## config.mk

```make
export PLATFORM = sky130hd
export DESIGN_NAME = cdtimer_top
export DESIGN_NICKNAME = d
export VERILOG_FILES = /design/src/rtl/cdtimer_pkg.sv /design/src/rtl/cdt_clksel.sv /design/src/rtl/cdt_prescaler.sv /design/src/rtl/cdt_downcnt.sv /design/src/rtl/cdtimer_top.sv
export SDC_FILE = /design/constraint.sdc
export NUM_CORES = 1
export LEC_CHECK = 0
export BUFFER_PORTS_ARGS = -buffer_cell sky130_fd_sc_hd__buf_4
export CAP_MARGIN = 20
export CORE_UTILIZATION = 55
export CTS_BUF_LIST = sky130_fd_sc_hd__clkbuf_16
export DETAILED_ROUTE_END_ITERATION = 10
export PLACE_DENSITY_LB_ADDON = 0.25
export SLEW_MARGIN = 10
export SYNTH_ARGS = -nofsm -noshare
export SYNTH_HDL_FRONTEND = slang
export SYNTH_SLANG_ARGS = --single-unit
```

## constraint.sdc

```tcl
create_clock -name clk -period 4.6 [get_ports clk]
set_input_delay 0.92 -clock clk [delete_from_list [all_inputs] [get_ports clk]]
set_output_delay 0.92 -clock clk [all_outputs]
set_load 0.05 [all_outputs]
```

## src/rtl/cdtimer_pkg.sv

```systemverilog
// Package: shared constants and types for the down-counter timer.
// Assumes an 8-bit register bus; field positions are fixed by the control layout.
package cdtimer_pkg;
    localparam int SEL_W      = 3;
    localparam int CTRL_W     = 8;
    localparam int BIT_FLAG   = 7;
    localparam int BIT_MASK   = 6;
    localparam int BIT_SRC_HI = 5;
    localparam int BIT_SRC_LO = 4;
    localparam int BIT_PCLR   = 3;

    typedef enum logic [1:0] {
        SRC_CORE  = 2'b00,
        SRC_PIN   = 2'b01,
        SRC_GATE  = 2'b10,
        SRC_GATE2 = 2'b11
    } tick_src_e;
endpackage

```

## src/rtl/cdt_clksel.sv

```systemverilog
// Module: source selector. Synchronizes the external pin, detects its rising
// edge and produces a one-cycle source tick according to the source field.
// Assumes ext_pin is asynchronous to clk; SYNC_STAGES >= 2.
module cdt_clksel #(
    parameter int SYNC_STAGES = 2
) (
    input  logic                  clk,
    input  logic                  rst_n,
    input  logic                  ext_pin,
    input  cdtimer_pkg::tick_src_e src,
    output logic                  tick_src
);
    logic [SYNC_STAGES-1:0] sync_q;
    logic                   last_q;
    logic                   pin_s;
    logic                   pin_rise;

    // Synchronizer chain: one flop per stage, the first fed by the pin.
    for (genvar g = 0; g < SYNC_STAGES; g++) begin : g_sync
        if (g == 0) begin : g_first
            always_ff @(posedge clk) begin
                if (!rst_n) sync_q[g] <= 1'b0;
                else        sync_q[g] <= ext_pin;
            end
        end else begin : g_rest
            always_ff @(posedge clk) begin
                if (!rst_n) sync_q[g] <= 1'b0;
                else        sync_q[g] <= sync_q[g-1];
            end
        end
    end

    assign pin_s = sync_q[SYNC_STAGES-1];

    // Edge history: remembers the previous synchronized level.
    always_ff @(posedge clk) begin
        if (!rst_n) last_q <= 1'b0;
        else        last_q <= pin_s;
    end

    assign pin_rise = pin_s & ~last_q;

    // Source mux: internal, pin edge, or internal gated by pin level.
    always_comb begin
        unique case (src)
            cdtimer_pkg::SRC_CORE: tick_src = 1'b1;
            cdtimer_pkg::SRC_PIN:  tick_src = pin_rise;
            default:               tick_src = pin_s;
        endcase
    end
endmodule

```

## src/rtl/cdt_prescaler.sv

```systemverilog
// Module: binary prescaler. Counts source ticks and emits a divided tick on the
// source tick at which the low 'sel' bits of the count are all ones.
// Assumes sel <= PRE_W; a clear has priority over counting.
module cdt_prescaler #(
    parameter int PRE_W = 7,
    parameter int SEL_W = 3
) (
    input  logic             clk,
    input  logic             rst_n,
    input  logic             tick_in,
    input  logic             clr,
    input  logic [SEL_W-1:0] sel,
    output logic             tick_out
);
    logic [PRE_W-1:0] div_q;
    logic [PRE_W-1:0] tap_mask;

    // Tap mask: ones in the low 'sel' positions.
    always_comb begin
        for (int i = 0; i < PRE_W; i++) begin
            tap_mask[i] = (i < int'(sel));
        end
    end

    assign tick_out = tick_in && ((div_q & tap_mask) == tap_mask);

    // Divider register: zeroed by clear, else advanced on each source tick.
    always_ff @(posedge clk) begin
        if (!rst_n)       div_q <= '0;
        else if (clr)     div_q <= '0;
        else if (tick_in) div_q <= div_q + 1'b1;
    end
endmodule

```

## src/rtl/cdt_downcnt.sv

```systemverilog
// Module: down counter with terminal flag. Loads on write, steps on tick,
// wraps through zero and sets a sticky flag on the 1 -> 0 step.
// Assumes load has priority over a tick; a flag set wins over a flag clear.
module cdt_downcnt #(
    parameter int CNT_W = 8
) (
    input  logic             clk,
    input  logic             rst_n,
    input  logic             tick,
    input  logic             load,
    input  logic [CNT_W-1:0] load_val,
    input  logic             flag_clr,
    output logic [CNT_W-1:0] cnt,
    output logic             flag
);
    localparam logic [CNT_W-1:0] CNT_ONE = CNT_W'(1);

    logic hit_zero;

    assign hit_zero = tick && (cnt == CNT_ONE);

    // Count register: preset by software, else decremented per tick.
    always_ff @(posedge clk) begin
        if (!rst_n)    cnt <= '1;
        else if (load) cnt <= load_val;
        else if (tick) cnt <= cnt - 1'b1;
    end

    // Terminal flag: cleared by a load, set on reaching zero, else clearable.
    always_ff @(posedge clk) begin
        if (!rst_n)        flag <= 1'b0;
        else if (load)     flag <= 1'b0;
        else if (hit_zero) flag <= 1'b1;
        else if (flag_clr) flag <= 1'b0;
    end
endmodule

```

## src/rtl/cdtimer_top.sv

```systemverilog
// Module: programmable down-counter timer top. Decodes the register bus,
// holds the control fields and combines flag, mask and global disable into irq_req.
// Assumes CNT_W >= 8 so the control byte fits the bus; reads have no side effect.
module cdtimer_top #(
    parameter int CNT_W       = 8,
    parameter int PRE_W       = 7,
    parameter int SYNC_STAGES = 2
) (
    input  logic             clk,
    input  logic             rst_n,
    input  logic             bus_sel,
    input  logic             bus_wr,
    input  logic             bus_addr,
    input  logic [CNT_W-1:0] bus_wdata,
    output logic [CNT_W-1:0] bus_rdata,
    input  logic             ext_clk,
    input  logic             irq_disable,
    output logic             irq_req
);
    import cdtimer_pkg::*;

    localparam logic ADDR_CTRL = 1'b0;
    localparam logic ADDR_CNT  = 1'b1;

    logic             ctrl_wr;
    logic             cnt_wr;
    logic [SEL_W-1:0] sel_q;
    tick_src_e        src_q;
    logic             mask_q;
    logic             pclr;
    logic             flag_clr;
    logic             tick_src;
    logic             tick_div;
    logic [CNT_W-1:0] cnt_q;
    logic             flag_q;
    logic [CTRL_W-1:0] ctrl_rd;

    assign ctrl_wr  = bus_sel && bus_wr && (bus_addr == ADDR_CTRL);
    assign cnt_wr   = bus_sel && bus_wr && (bus_addr == ADDR_CNT);
    assign pclr     = ctrl_wr && bus_wdata[BIT_PCLR];
    assign flag_clr = ctrl_wr && !bus_wdata[BIT_FLAG];

    // Control fields: select, source and mask, written at the control address.
    always_ff @(posedge clk) begin
        if (!rst_n) begin
            sel_q  <= '0;
            src_q  <= SRC_CORE;
            mask_q <= 1'b1;
        end else if (ctrl_wr) begin
            sel_q  <= bus_wdata[SEL_W-1:0];
            src_q  <= tick_src_e'(bus_wdata[BIT_SRC_HI:BIT_SRC_LO]);
            mask_q <= bus_wdata[BIT_MASK];
        end
    end

    cdt_clksel #(.SYNC_STAGES(SYNC_STAGES)) clksel_i (
        .clk      (clk),
        .rst_n    (rst_n),
        .ext_pin  (ext_clk),
        .src      (src_q),
        .tick_src (tick_src)
    );

    cdt_prescaler #(.PRE_W(PRE_W), .SEL_W(SEL_W)) presc_i (
        .clk      (clk),
        .rst_n    (rst_n),
        .tick_in  (tick_src),
        .clr      (pclr),
        .sel      (sel_q),
        .tick_out (tick_div)
    );

    cdt_downcnt #(.CNT_W(CNT_W)) cnt_i (
        .clk      (clk),
        .rst_n    (rst_n),
        .tick     (tick_div),
        .load     (cnt_wr),
        .load_val (bus_wdata),
        .flag_clr (flag_clr),
        .cnt      (cnt_q),
        .flag     (flag_q)
    );

    // Control readback: clear bit always returns zero.
    always_comb begin
        ctrl_rd                        = '0;
        ctrl_rd[SEL_W-1:0]             = sel_q;
        ctrl_rd[BIT_SRC_HI:BIT_SRC_LO] = src_q;
        ctrl_rd[BIT_MASK]              = mask_q;
        ctrl_rd[BIT_FLAG]              = flag_q;
    end

    // Read mux: pure selection, no side effects.
    assign bus_rdata = (bus_addr == ADDR_CNT) ? cnt_q : CNT_W'(ctrl_rd);

    assign irq_req = flag_q && !mask_q && !irq_disable;
endmodule

```

==> results of run 1 <==
logic make-up (layout without fill, tap and decap cells):
family,Yosys count,in the layout,synth area share
AOI/OAI and AO/OA,23,23,0.126
muxes,7,7,0.0542
adders and majority gates,3,3,0.0258
DFF,25,25,0.344
and+or+nand+nor,93,93,0.380
xor gates and xnor gates,6,6,0.0361
buffers and inverters,11,30,0.0336
through the flow:
stage | power, mW | std cells | instance area, sq um | utilization
finish | 0.552 | 217 | 1710 | 0.690
floorplan | 0.324 | 168 | 1450 | -
CTS | 0.555 | 217 | 1710 | 0.690
global placement | 0.352 | 213 | 1630 | 0.657
global route | 0.576 | 217 | 1710 | 0.690
detailed placement | 0.355 | 213 | 1630 | 0.657
cell usage in the layout (no fill, tap or decap), types with 2 or more instances in the layout:
cell,instances
nand3b_1,5
nor3_1,3
nor3_2,4
and2_1,4
nand2b_1,3
nor3b_1,7
nand3_1,5
nand4_1,6
a21boi_0,7
nand2_1,23
mux2_2,7
a21oi_1,4
and3_1,7
buf_4,23
and3_2,2
and4_1,3
nor2_1,12
dfxtp_1,25
or2_2,2
xor2_1,5
ha_1,3
a31oi_1,4
clkbuf_16,3
inv_1,3
power breakdown:
| group | leakage, nW | switching (mW) | internal (mW) |
|---|---|---|---|
| sequential | 0.204 | 0.0147 | 0.228 |
| combinational | 0.442 | 0.0640 | 0.0457 |
| clock | 0.0371 | 0.0814 | 0.118 |
per-layer routing:
metal / up-vias / GRT usage
met5: - / 0
met4: 0 / 0.154
met3: 7 / 0.0374
met2: 46 / 0.429
met1: 609 / 0.338
li1: 638 / -
worst paths after layout:
check | startpoint | to | cells after the start
max | bus_addr | bus_rdata[5] | 3
min | clksel_i.sync_q[0] | clksel_i.pin_s | 1
max reg2reg | presc_i.div_q[0] | cnt_i.cnt[4] | 5
min reg2reg | clksel_i.sync_q[0] | clksel_i.pin_s | 1
registers in the layout, summed over array words and instances, names as in the netlist:
name             count
src_q                2
sel_q                3
clksel_i.pin_s       1
cnt_i.cnt            8
clksel_i.last_q      1
presc_i.div_q        7
cnt_i.flag           1
mask_q               1
clksel_i.sync_q      1
layout make-up:
class | instances | area share
repair buffers | 23 | 0.101
clock inverters | 1 | 0.00439
clock buffers | 3 | 0.0439
well taps | 30 | 0.0220
inverters | 3 | 0.00659
flip-flops and latches | 25 | 0.293
multi-input cells | 132 | 0.529
==> qor.yml, run 1 <==
clkLatencyLatePin_ps: 260
grt_pass1_vias: 1185
clockBufferDepth: 2
cts_max_level: 1
mappedNetlistNets: 186
final.setup.tns_ps: 0
ff2ff_setup_slack_ps: 2450
clkTransAtPathRegs_ps: 60
yosysSeqAreaShare: 0.344
yosysWarningCount: 0
status: "finished, final reports clean"
wl_met1_um: 1470
crit_required_ps: 3680
cp_max_fo: 12
cts_sinks: 25
io_pins: 24
synthCells: 168
ir_worst_vdd_uv: 243
report.final.slew_viol_count: 0
finalHoldViolCount: 0
seq_area_sq_um: 500
slew_headroom: 0.512
power_density_nw_per_um2: 323
routedWlPerCell_um: 15.0
dr.pass1.iters: 4
port_buffers: 23
root_buffer: "clkbuf_16"
post_cts_buffers: 0
p_leak_nw: 0.683
finalWirelength_um: 3250
multi_input_area_sq_um: 905
cpMostUsedCell: "buf_4"
dieArea_sq_um: 2850
die_h_um: 53.4
path_cells: "buf_4 -> mux2_2 -> buf_4"
syn_area_sq_um: 1450
met2WireLength_um: 1520
critPathArrivalTime_ps: 1640
synth_cell_types: 40
ctsHoldBuffers: 0
setup_viol: 0
post-route-min-period_ps: 2560
worst_pin_slew_ps: 729
worst_setup_path_end_kind: "output port"
synth_top_cell_area_share: 0.344
synth_top_area_cell: "dfxtp_1"
yosys-top-cells-count: "dfxtp_1, nand2_1, nor2_1"
critPathLaunchType: "primary input"
drive_gt1_frac: 0.267
num_vias: 1300
diodes: 0
gp_congestion: 0.820
first_iter_violations: 38
dp_hpwl_um: 2290
critPathTopFamily: "buffers and inverters"
rsz0062_at_grt: "false"
cp_slowest_stage_delay_ps: 360
num-nets-final: 206
fillers: 207
yosysMostFrequentCell: "dfxtp_1"
postRouteAntennaNets: 0
overflow: 0
antenna_found_initial: 0
synth-edff-count: 0
avgSynthCellArea_sq_um: 8.65
cts_tree: "done"
synth.area.top_cells: "dfxtp_1, nand2_1, mux2_2"
cts_resized: 0
top_layer_used: "met4"
start_util: 0.587
synthArstFlopShare: 0
synth_seq_cells: 25
critPathKind: "in2out"
fp.coreArea_sq_um: 2480
whs_ps: 437
track_usage: 0.268
cts_buffers: 3
drc: 0
finalClockSkew_ps: 2.52
rows: 18
timing.fmax_mhz: 390
crit_slowest_cell: "mux2_2"
grt_max_degree: 34
via_per_inst: 5.99
cap_violations: 0
ys.flop_type: "dfxtp_1"
grt_pass1_wl_um: 5380
fin_crit_sh: 0.557
cp_num_buf_inv: 2
die_x_um: 53.4
pre_cts_slack_ps: 2030
areaGrowthSynthToFinish_pct: 17.6
hp-class: "reg2reg"
dr_wl_met3_um: 176
setup_slack_ps: 2040
(Power assumes the default switching activity.)
==> run 2, diff against run 1 <==
Settings changed: CORE_UTILIZATION 55 to 50.
Clock period 4.6 ns to 2.2 ns, I/O delays scaled along.
==> qor.yml, run 2 (synthesis results as in run 1) <==
io_pins: 24  # unchanged
post_cts_buffers: 0  # unchanged
p_leak_nw: 0.701  # +2.7%
drive_gt1_frac: 0.283  # +0.0153
rsz0062_at_grt: "false"
start_util: 0.527  # -0.0596
areaGrowthSynthToFinish_pct: 19.7
timing.fmax_mhz: 545
num_vias: 1292  # -0.62%
grt_max_degree: 34  # unchanged
dieArea_sq_um: 3130  # +9.6%
fp.coreArea_sq_um: 2760  # +11%
ir_worst_vdd_uv: 564  # +130%
crit_required_ps: 2370  # -1310 ps
num-nets-final: 210  # +1.9%
ff2ff_setup_slack_ps: 370  # -2080 ps
clkTransAtPathRegs_ps: 70  # about the same
rows: 19  # +1
largestRegisters: "cnt_i.cnt x8, presc_i.div_q x7, sel_q x3"
finalClockSkew_ps: 4.41  # +1.88 ps
fin_crit_sh: 0.834
fillers: 224  # +8.2%
report.final.slew_viol_count: 0  # unchanged
clkLatencyLatePin_ps: 260  # about the same
top_register: "cnt_i.cnt"
cts_max_level: 1  # unchanged
seq_area_sq_um: 500  # unchanged
drc: 0  # unchanged
final.setup.tns_ps: 0  # unchanged
whs_ps: 384  # -53.5 ps
cp-endpoint: "cnt_i.cnt[1]"
cap_violations: 0  # unchanged
die_x_um: 55.9  # +4.7%
ctsHoldBuffers: 0  # unchanged
hp-class: "in2reg"
cts_tree: "done"
post-route-min-period_ps: 1830
critPathArrivalTime_ps: 2010  # +370 ps
critPathLaunchType: "flop"
via_per_inst: 5.82  # -2.9%
reg2regPathDepth: 6  # +1
cts_resized: 0  # unchanged
final_common_cell: "buf_4"
finalWirelength_um: 3300  # +1.5%
first_iter_violations: 49  # +29%
critPathKind: "reg2reg"
status: "finished, final reports clean"
antenna_found_initial: 0  # unchanged
power_density_nw_per_um2: 668  # +110%
reg2reg_from: "presc_i.div_q[0]"
largest_reg_flops: 8  # unchanged
diodes: 0  # unchanged
critPathLaunch: "presc_i.div_q[0]"
dp_hpwl_um: 2420  # +5.7%
overflow: 0  # unchanged
port_buffers: 23  # unchanged
gp_congestion: 0.860  # +4.8%
root_buffer: "clkbuf_16"
slew_headroom: 0.689  # +0.177
cp_max_fo: 15  # +3
finalHoldViolCount: 0  # unchanged
track_usage: 0.222  # -0.0458
worst_setup_path_end_kind: "flop"
routedWlPerCell_um: 14.9  # -0.78%
die_h_um: 55.9  # +4.7%
dr.pass1.iters: 4  # unchanged
worst_pin_slew_ps: 466  # -264 ps
grt_pass1_wl_um: 5510  # +2.4%
cts_sinks: 25  # unchanged
mostFrequentLayoutCells: "buf_4, dfxtp_1, nand2_1"
postRouteAntennaNets: 0  # unchanged
cts_buffers: 3  # unchanged
setup_viol: 0  # unchanged
multi_input_area_sq_um: 905  # unchanged
grt_pass1_vias: 1237  # +4.4%
reg2reg_to: "cnt_i.cnt[1]"
clockBufferDepth: 2  # unchanged
==> run 2: worst max-delay path: stages (launching register included) <==
cell and delay [ps]:
dfxtp_1 440, nand4_1 140, a221oi_2 380, nor4b_4 250
buf_4 230, nor2_1 60, o311ai_1 240
==> run 2: per-layer routing <==
layer	share of wire	vias up	GRT usage
li1	-	648	-
met1	0.45	600	0.288
met2	0.48	39	0.367
met3	0.060	5	0.0465
met4	0.013	0	0.0801
met5	0	-	0
==> run 2: layout make-up <==
type	instances	area share
tap	31	0.0223
inverter	3	0.00647
clock inverter	1	0.00431
sequential	25	0.288
clock buffer	3	0.0431
timing repair buffer	27	0.116
multi-input combinational	132	0.520
==> run 2: worst min path at each step <==
stage | startpoint | to | depth (start not counted)
finish | ext_clk | clksel_i.sync_q[0] | 2
floorplan | clksel_i.sync_q[0] | clksel_i.pin_s | 1
detailed placement | clksel_i.sync_q[0] | clksel_i.pin_s | 1
global route | ext_clk | clksel_i.sync_q[0] | 2
CTS | ext_clk | clksel_i.sync_q[0] | 2
global placement | clksel_i.sync_q[0] | clksel_i.pin_s | 1
==> run 2: power by group <==
part           internal [mW]  switching (mW)
Combinational          0.102           0.139
Sequential             0.477          0.0292
Clock                  0.247           0.170
Total                  0.826           0.337
==> run 2: through the flow <==
| step | std cells | util | cell area, sq um | setup slack (ps) | power (mW) |
|---|---|---|---|---|---|
| final | 222 | 0.631 | 1740 | 366 | 1.16 |
| after global routing | 222 | 0.631 | 1740 | 207 | 1.21 |
| after CTS | 222 | 0.631 | 1740 | 339 | 1.17 |
| after detailed placement | 218 | 0.601 | 1660 | 378 | 0.753 |
| after global placement | 218 | 0.601 | 1660 | 492 | 0.743 |
| after floorplan | 168 | - | 1450 | 176 | 0.677 |
==> run 3, diff against run 2 <==
Clock period 2.2 ns to 1.6 ns, I/O delays scaled along.
==> qor.yml, run 3 (synthesis results as in run 1) <==
critPathLaunchType: "flop"
rows: 19  # unchanged
cts_tree: "done"
instances_no_fill: 239  # +7.7%
num-nets-final: 227  # +8.1%
diodes: 0  # unchanged
largest_reg_flops: 8  # unchanged
die_h_um: 55.9  # unchanged
cts_buffers: 3  # unchanged
final.setup.tns_ps: -763  # -763 ps
fin_crit_sh: 1.08  # +0.246
slew_headroom: 0.684  # -0.00498
antenna_found_initial: 0  # unchanged
cp_slowest_stage_delay_ps: 350  # -90 ps
port_buffers: 23  # unchanged
track_usage: 0.243  # +0.0211
grt_pass1_vias: 1341  # +8.4%
fillers: 211  # -5.8%
hp-class: "in2reg"
num_vias: 1404  # +8.7%
clkLatencyLatePin_ps: 260  # about the same
gp_congestion: 0.817  # -4.9%
worst_setup_path_end_kind: "flop"
critPathKind: "reg2reg"
overflow: 0  # unchanged
final_common_cell: "buf_4"
finalClockSkew_ps: 2.76  # -1.65 ps
post-route-min-period_ps: 1730  # -107 ps
dp_hpwl_um: 2610  # +8.2%
cts_sinks: 25  # unchanged
die_x_um: 55.9  # unchanged
p_leak_nw: 0.792  # +13%
drc: 0  # unchanged
via_per_inst: 5.87  # +0.94%
path_cells: "nand4_1 -> a221oi_4 -> nor4b_4 -> buf_4 -> and3_2 -> a211oi_2"
report.final.slew_viol_count: 0  # unchanged
ir_worst_vdd_uv: 777  # +38%
timing.fmax_mhz: 579  # +6.2%
dr.pass1.iters: 4  # unchanged
clkTransAtPathRegs_ps: 70  # about the same
setup_viol: 8  # +8
violations: "setup timing"
drive_gt1_frac: 0.389  # +0.107
fp.coreArea_sq_um: 2760  # unchanged
largestRegisters: "cnt_i.cnt x8, presc_i.div_q x7, sel_q x3"
power_density_nw_per_um2: 869  # +30%
grt_max_degree: 34  # unchanged
top_register: "cnt_i.cnt"
finalHoldViolCount: 0  # unchanged
io_pins: 24  # unchanged
rsz0062_at_grt: "true"
start_util: 0.527  # unchanged
areaGrowthSynthToFinish_pct: 31.8
ctsHoldBuffers: 0  # unchanged
first_iter_violations: 41  # -16%
postRouteAntennaNets: 0  # unchanged
dieArea_sq_um: 3130  # unchanged
cp_max_fo: 7  # -8
placed_cells: 233  # +6.9%
cts_max_level: 1  # unchanged
status: "finished with violations"
critPathArrivalTime_ps: 1880  # -130 ps
finalWirelength_um: 3700  # +12%
routedWlPerCell_um: 15.5  # +4.2%
cap_violations: 0  # unchanged
worst_pin_slew_ps: 470  # +4.43 ps
setup_slack_ps: -127  # -493 ps
crit_slowest_cell: "dfxtp_2"
mostFrequentLayoutCells: "buf_4, nand2_1, dfxtp_1"
clockBufferDepth: 2  # unchanged
root_buffer: "clkbuf_16"
crit_required_ps: 1750  # -620 ps
grt_pass1_wl_um: 6000  # +9.0%
## run 3: cell types whose count changed in the layout (fill, tap and decap cells not counted), moves of 2 or more
cell	delta
buf_4	+17
dfxtp_2	+3
a21oi_2	+2
a21oi_1	-2
dfxtp_1	-3
## run 3: layer usage
layer	wire length, um	vias up	share of wire	global-route usage
met5	0	-	0	0
met1	1570	658	0.42	0.315
met2	1790	56	0.48	0.415
met3	257	10	0.069	0.0395
met4	79	0	0.021	0.0801
li1	-	680	-	-
## run 3: through the flow
stage	hold WS (ps)	utilization	total power, mW	setup slack [ps]	cell area, sq um
finish	265	0.695	1.67	-127	1920
global route	264	0.695	1.73	-184	1920
CTS	269	0.676	1.64	-81.3	1870
detailed placement	426	0.645	1.07	-21.3	1780
global placement	417	0.645	1.06	18.9	1780
floorplan	412	-	0.934	11.0	1460
## run 3: worst max-delay path: cells and delay by family, from the launching register on
family	cells	cell delay, ps
AOI/OAI and AO/OA	2	370
buffers and inverters	1	210
DFF	1	350
and+or+nand+nor	3	680
## run 3: area by class of cell
cell class | count | area, sq um | share of cell area
Sequential cell | 25 | 504 | 0.263
Clock buffer | 3 | 75.1 | 0.0392
Inverter | 3 | 11.3 | 0.00587
Multi-Input combinational cell | 132 | 950 | 0.495
Clock inverter | 1 | 7.51 | 0.00392
Tap cell | 31 | 38.8 | 0.0202
Timing Repair Buffer | 44 | 330 | 0.172
## run 3: repair_timing
action / in CTS / in global routing
pin swaps: 1 / 4
resized for setup: 2 / 6
buffers inserted: 0 / 2
hold endpoints to repair: 0 / 0
endpoints found under the setup margin: 8 / 9
## run 3: power breakdown
part / internal [mW] / leakage (nW) / switching [mW]
combinational: 0.177 / 0.549 / 0.221
clock: 0.340 / 0.0371 / 0.239
sequential: 0.658 / 0.205 / 0.0326
## run 3: worst paths after layout
path	from	endpoint	slack, ps	cells past startpoint
worst max-delay path	presc_i.div_q[0]	cnt_i.cnt[4]	-130	6
worst min-delay path	ext_clk	clksel_i.sync_q[0]	270	2
worst max register to register	presc_i.div_q[0]	cnt_i.cnt[4]	-130	6
worst min register to register	clksel_i.sync_q[0]	clksel_i.pin_s	440	1
